`config.mk`:
```
export PLATFORM = sky130hd
export DESIGN_NAME = thread_run_ctrl
export DESIGN_NICKNAME = d
export VERILOG_FILES = /design/src/rtl/thread_run_pkg.sv /design/src/rtl/trc_write_guard.sv /design/src/rtl/trc_run_reg.sv /design/src/rtl/trc_status_track.sv /design/src/rtl/trc_read_mux.sv /design/src/rtl/thread_run_ctrl.sv
export SDC_FILE = /design/constraint.sdc
export NUM_CORES = 1
export LEC_CHECK = 0
export BUFFER_PORTS_ARGS = -buffer_cell sky130_fd_sc_hd__clkbuf_2
export CORE_MARGIN = 5
export CORE_UTILIZATION = 24
export CTS_BUF_LIST = sky130_fd_sc_hd__clkbuf_16
export DETAILED_ROUTE_END_ITERATION = 7
export GPL_TIMING_DRIVEN = 0
export PLACE_DENSITY_LB_ADDON = 0.2
export SLEW_MARGIN = 20
export SYNTH_ARGS = -nofsm -noshare
export SYNTH_HDL_FRONTEND = slang
export SYNTH_HIERARCHICAL = 1
export SYNTH_SLANG_ARGS = --single-unit
```
`constraint.sdc`:
```
create_clock -name clk -period 1.1 [get_ports clk]
set_input_delay 0.165 -clock clk [delete_from_list [all_inputs] [get_ports clk]]
set_output_delay 0.165 -clock clk [all_outputs]
set_load 0.05 [all_outputs]
```
`src/rtl/thread_run_pkg.sv`:
```
package thread_run_pkg;

    typedef enum logic {
        SEL_RUN  = 1'b0,
        SEL_STAT = 1'b1
    } reg_sel_e;

    typedef struct packed {
        logic     wr;
        reg_sel_e sel;
    } reg_cmd_t;

    function automatic reg_cmd_t decode_cmd(input logic wr, input logic addr);
        reg_cmd_t c;
        c.wr  = wr;
        c.sel = reg_sel_e'(addr);
        return c;
    endfunction

endpackage

```
`src/rtl/trc_write_guard.sv`:
```
module trc_write_guard
    import thread_run_pkg::*;
#(
    parameter int NT = 8,
    parameter int DW = 16
) (
    input  reg_cmd_t        cmd,
    input  logic [DW-1:0]   wdata,
    output logic            accept,
    output logic [NT-1:0]   mask
);
    // Only the thread bits matter; upper data bits are dropped here.
    assign mask   = wdata[NT-1:0];
    assign accept = cmd.wr && (cmd.sel == SEL_RUN) && (|mask);
endmodule

```
`src/rtl/trc_run_reg.sv`:
```
module trc_run_reg #(
    parameter int            NT       = 8,
    parameter logic [NT-1:0] RST_MASK = '1
) (
    input  logic          clk,
    input  logic          rst,
    input  logic          accept,
    input  logic [NT-1:0] mask,
    output logic [NT-1:0] run_en
);
    always_ff @(posedge clk) begin
        if (rst) begin
            run_en <= RST_MASK;
        end else if (accept) begin
            run_en <= mask;
        end
    end
endmodule

```
`src/rtl/trc_status_track.sv`:
```
module trc_status_track #(
    parameter int            NT       = 8,
    parameter logic [NT-1:0] RST_MASK = '1
) (
    input  logic          clk,
    input  logic          rst,
    input  logic [NT-1:0] parked_ack,
    output logic [NT-1:0] status
);
    for (genvar i = 0; i < NT; i++) begin : g_thr
        always_ff @(posedge clk) begin
            if (rst) begin
                status[i] <= RST_MASK[i];
            end else begin
                status[i] <= ~parked_ack[i];
            end
        end
    end
endmodule

```
`src/rtl/trc_read_mux.sv`:
```
module trc_read_mux
    import thread_run_pkg::*;
#(
    parameter int NT = 8,
    parameter int DW = 16
) (
    input  reg_sel_e      sel,
    input  logic [NT-1:0] run_en,
    input  logic [NT-1:0] status,
    output logic [DW-1:0] rdata
);
    logic [NT-1:0] picked;

    always_comb begin
        unique case (sel)
            SEL_RUN:  picked = run_en;
            SEL_STAT: picked = status;
            default:  picked = run_en;
        endcase
    end

    if (DW > NT) begin : g_pad
        assign rdata = {{(DW-NT){1'b0}}, picked};
    end else begin : g_nopad
        assign rdata = picked;
    end
endmodule

```
`src/rtl/thread_run_ctrl.sv`:
```
module thread_run_ctrl
    import thread_run_pkg::*;
#(
    parameter int                  NTHREADS = 8,
    parameter int                  DATA_W   = 16,
    parameter logic [NTHREADS-1:0] RST_MASK = '1
) (
    input  logic                clk,
    input  logic                rst,
    input  logic                reg_wr,
    input  logic                reg_addr,
    input  logic [DATA_W-1:0]   reg_wdata,
    output logic [DATA_W-1:0]   reg_rdata,
    output logic [NTHREADS-1:0] park_req,
    input  logic [NTHREADS-1:0] parked_ack
);
    if (RST_MASK == '0) begin : g_bad_mask
        $error("thread_run_ctrl: RST_MASK must enable at least one thread");
    end
    if (DATA_W < NTHREADS) begin : g_bad_width
        $error("thread_run_ctrl: DATA_W must cover NTHREADS");
    end

    reg_cmd_t              cmd;
    logic                  accept;
    logic [NTHREADS-1:0]   wmask;
    logic [NTHREADS-1:0]   run_en;
    logic [NTHREADS-1:0]   status_q;

    assign cmd = decode_cmd(reg_wr, reg_addr);

    trc_write_guard #(.NT(NTHREADS), .DW(DATA_W)) u_guard (
        .cmd    (cmd),
        .wdata  (reg_wdata),
        .accept (accept),
        .mask   (wmask)
    );

    trc_run_reg #(.NT(NTHREADS), .RST_MASK(RST_MASK)) u_run (
        .clk    (clk),
        .rst    (rst),
        .accept (accept),
        .mask   (wmask),
        .run_en (run_en)
    );

    trc_status_track #(.NT(NTHREADS), .RST_MASK(RST_MASK)) u_stat (
        .clk        (clk),
        .rst        (rst),
        .parked_ack (parked_ack),
        .status     (status_q)
    );

    trc_read_mux #(.NT(NTHREADS), .DW(DATA_W)) u_rd (
        .sel    (cmd.sel),
        .run_en (run_en),
        .status (status_q),
        .rdata  (reg_rdata)
    );

    assign park_req = ~run_en;

endmodule

```
Word-level counts from Yosys, hierarchy flattened:

Index checks and enable logic that the tools add are counted.
Widths: inputs -> output; s select.

* register bits after elaboration: 16
* bits in latches: 0
* memory bits (writable): 0
* bits in read-only memories: 0
* input port bits: 28
* output and inout bits: 24
* memories kept: 0

* add/sub/neg operators: 0
* $mul: 0
* divide/modulo/power cells: 0
* order comparisons: 0
* eq/ne operators: 0
* shifts and indexed selects: 0
* mux-type cells: 1
* bitwise logic cells: 10
* reductions and logical operators: 3

Operator list (count)
* $pmux 8 s2: 1
* $not 1->1: 9
* $not 8->8: 1
* $reduce_or 8->1: 1
* $logic_and 1x1->1: 2

Logic depth before layout (Yosys ltp):

* depth after elaboration: 3
* mapped depth: 5
* mapped depth without buffers: 4

Cells and area by module:

The synthesis kept the hierarchy.

By module, submodules not included
* trc_run_reg: instances 1, cells an instance 26, area each 302.8 sq um
* trc_status_track: instances 1, cells an instance 16, area each 210.2 sq um
* trc_read_mux: instances 1, cells an instance 18, area each 195.2 sq um
* trc_write_guard: instances 1, cells an instance 12, area each 96.3 sq um
* thread_run_ctrl: instances 1, cells an instance 8, area each 30.0 sq um

Least setup slack after synthesis:

No wires, ideal clock.

* kind: input -> register
* start point: in reg_addr
* end point: reg u_run.run_en[4]
* library setup time: 0.120 ns
* arrival time: 1.063 ns
* data required time: 0.980 ns
* slack: -0.083 ns
* cell stages on the path: 5
* path buffers: 1
* cells stage by stage: nand2b_1 -> a21oi_1 -> buf_6 -> nor2b_1 -> a211o_1

* longest elaborated chain between the ends: 3

RTL lines
* start, declared: RTL line thread_run_ctrl.sv:11 `input logic reg_addr,`
* $not 1->1: RTL line trc_write_guard.sv:14 `assign accept = cmd.wr && (cmd.sel == SEL_RUN) && (|mask);`
* $logic_and 1x1->1 (2 in a row): RTL line trc_write_guard.sv:14
* net accept: RTL line thread_run_ctrl.sv:25 `logic accept;`
* end signal, assigned: RTL line trc_run_reg.sv:15 `run_en <= mask;`
* end, declared: RTL line trc_run_reg.sv:9 `output logic [NT-1:0] run_en`

The timed path passes the listed nets, and every way through them passes these cells.
A chain may end at the register's enable or synchronous reset.

Worst setup path in the final report:

* start point: reg u_run.run_en[1]
* end point: out reg_rdata[1]

* longest elaborated chain between the ends: 1

RTL lines
* $pmux 8 s2: RTL line trc_read_mux.sv:15 `unique case (sel)`
* end, declared: RTL line thread_run_ctrl.sv:13 `output logic [DATA_W-1:0] reg_rdata,`

No other way between the ends.

==> results by group <==
Pwr
  – P_int: 1.36 mW
  – Leakage: 0.735 nW
  – Switching portion of total power: 28.8%
  – Max VDD drop: 0.985 mV
  – Pwr per Cell Area: 1360 mW/mm2
  – Reg power frac: 33.4%
  – Comb pwr share: 30.4%
  – Net switching power: 0.550 mW
  – Clock power frac: 36.2%

Yosys
  – Synthesized flop and latch total: 16
  – Largest family of logic cells by synthesized area: buffers and inverters
  – Synth area leader: dfxtp_1
  – Mapped Area: 835 um2
  – Syn Inst Count: 80
  – Syn avg cell area: 10.4 um2
  – Post-synthesis adder-cell area fraction: 0%
  – Post-synthesis mux area share: 14.4%
  – Dominant cells by area after synthesis: dfxtp_1 (38%), buf_4 (14%), mux2_4 (14%)
  – Warnings from Yosys: 6
  – Synth Area in Compound Gates: 9.90%
  – Simple-Gate Fraction of Synth Area: 15.7%
  – Yosys top cell area share: 38.4%
  – Post-synthesis xor/xnor area fraction: 0%
  – Sequential share of the synthesized area: 38.4%
  – Synth cell types: 13

Worst setup path
  – R2R setup slack: 0.05 ns
  – FF-to-FF Start: u_run/run_en[5]
  – Critical-path maximum fanout: 3
  – Arr. time, crit path: 1.02 ns
  – Critical path endpoint: reg_rdata[1]
  – FF-to-FF End: u_run/run_en[5]
  – Largest stage delay, worst path: 0.32 ns
  – WP data required: 0.94 ns
  – WS Path Type: reg -> out
  – Reg2reg path depth: 4
  – Crit path from: u_run/run_en[1]
  – Crit path cell chain: mux2_4 -> clkbuf_16
  – Worst path slowest cell: dfxtp_2
  – Setup crit end kind: output pin
  – Critical path startpoint category: register

Floorplanning
  – Die area: 0.00476 mm2
  – Die X: 69.0 um
  – Chip height: 69.0 um
  – Starting density of the core: 24.8%
  – Core ar.: 0.00336 mm2
  – Top Ports: 52
  – Rows: 21

GRT
  – Largest net degree at the start of global routing: 11
  – First-pass GRT wire length: 2880 um
  – Vias in the first global route: 628
  – Initial antenna violation count: 0
  – All-layer global routing usage: 8.56%
  – GRT overflow: 0

Clock tree
  – H-tree levels: 1
  – Clock buffer count from CTS: 3
  – Hold_buf cts: 0
  – Clock root buffer master: clkbuf_16
  – Number of clock sinks: 16
  – CTS tree: built
  – Clk buf depth: 2
  – CTS clock-pin slew for the worst setup and hold paths: 0.05 ns
  – Worst skew pair latency: 0.24 ns

Cells and area
  – # diodes: 0
  – Share of cells above drive strength 1: 65.9%
  – Most frequent cells in the layout: clkbuf_2 (26), buf_4 (22), clkbuf_16 (9), nand2b_1 (9)
  – FILL cells: 364
  – Area Growth Syn to Fin: 68.1%
  – Non-Filler Instances: 178
  – Layout Nets: 161
  – Commonest non-fill, non-tap cell in the layout: clkbuf_2

Placement
  – Dpl cells: 168
  – Gpl congestion: 0.661
  – Pre-CTS setup slack: -0.205 ns
  – IO buf count: 35

Route
  – DRT iter0 DRCs: 29
  – Post-DRT Antenna Nets: 0
  – First-pass DRT Iterations: 2
  – DRC violations left: 0
  – Via/cell ratio: 3.66
  – WL/cell: 10.3 um
  – Via count: 652
  – Total wire length: 1830 um

Job
  – Maximum Capacitance Violations: 0

Timing
  – Final period util: 107%
  – Post-Route Setup TNS: -0.545 ns
  – Fmax: 0.847 GHz
  – Slew Viols, Final: 0
  – Final setup margin: -0.0800 ns
  – Clock Skew: 0 ns
  – Final min period: 1.18 ns
  – Setup Viol. Count Final: 8
  – Hold Fails Final Rpt: 0
  – RSZ-0062 raised after global routing: true

Outcome
  – Outcome: complete, but fails checks
  – Failing checks: setup timing

Hold path
  – Worst hold path type: in -> reg
-- cells by family (layout without fill, tap and decap cells) --
logic type,after synthesis,after routing
muxes,8,8
buffers and inverters,27,72
and+or+nand+nor,19,19
DFF,16,16
AOI/OAI and AO/OA,9,9
other,1,8
-- Yosys cell counts --
cell and n:
a211o_1 2, buf_4 16, nor2b_1 8, nand2b_1 9, a211o_2 6, inv_1 8
dfxtp_1 16, buf_1 1, a21oi_1 1, mux2_4 8, nor4_2 2, conb_1 1
buf_6 2
-- worst max-delay path, delay by kind of cell, from the launching register on --
family   cells  cell delay [ns]
mux          1             0.28
flops        1             0.32
buf+inv      1             0.17
-- final cells by class --
type,instances,area [um2],area share [%]
plain buffers,19,146,10.4
flip-flops and latches,16,330,23.6
well taps,46,57.6,4.10
clock buffers,3,75.1,5.35
multi-input cells,44,393,28.0
inverters,8,30.0,2.14
clock inverters,1,3.75,0.268
repair buffers,41,367,26.1
-- how the worst min path moves through the flow --
stage               depth (start not counted)          start                to  slack (ns)
floorplan                                   1  parked_ack[0]  u_stat/status[0]        0.24
global placement                            2  parked_ack[1]  u_stat/status[1]        0.32
detailed placement                          2  parked_ack[2]  u_stat/status[2]        0.33
CTS                                         2  parked_ack[2]  u_stat/status[2]        0.08
global route                                2  parked_ack[3]  u_stat/status[3]        0.08
finish                                      2  parked_ack[2]  u_stat/status[2]        0.08
-- metrics by stage --
step / area [um2] / utilization, % / hold WS [ns] / total power, mW
after floorplan: 882 / - / 0.238 / 1.02
after global placement: 1110 / 33.1 / 0.325 / 1.12
after detailed placement: 1110 / 33.1 / 0.329 / 1.13
after CTS: 1350 / 40.0 / 0.0756 / 1.92
after global routing: 1400 / 41.7 / 0.0767 / 2.01
final: 1400 / 41.7 / 0.0794 / 1.91
-- power groups by stage --
stage | logic [mW] | registers, mW | clock network (mW)
final | 0.582 | 0.639 | 0.692
after global routing | 0.615 | 0.643 | 0.752
after CTS | 0.561 | 0.639 | 0.718
after detailed placement | 0.478 | 0.648 | 0
after global placement | 0.475 | 0.647 | 0
after floorplan | 0.376 | 0.640 | 0
-- timing repair --
action,4_1_cts,5_1_grt
resized for setup,28,9
endpoints found under the setup margin,8,15
setup buffers,1,5
endpoints found under the hold margin,0,0
pin swaps,0,2
-- per-layer routing --
metal,up-vias,part of all wire (%),track usage (%)
li1,340,-,-
met1,284,40,9.90
met4,0,0.93,2.19
met2,26,49,13.6
met5,-,0,0
met3,2,9.5,4.86
-- registers in the layout, summed over array words and instances (netlist names) --
name	flops
u_run/run_en	8
u_stat/status	8
(Power assumes the default switching activity.)
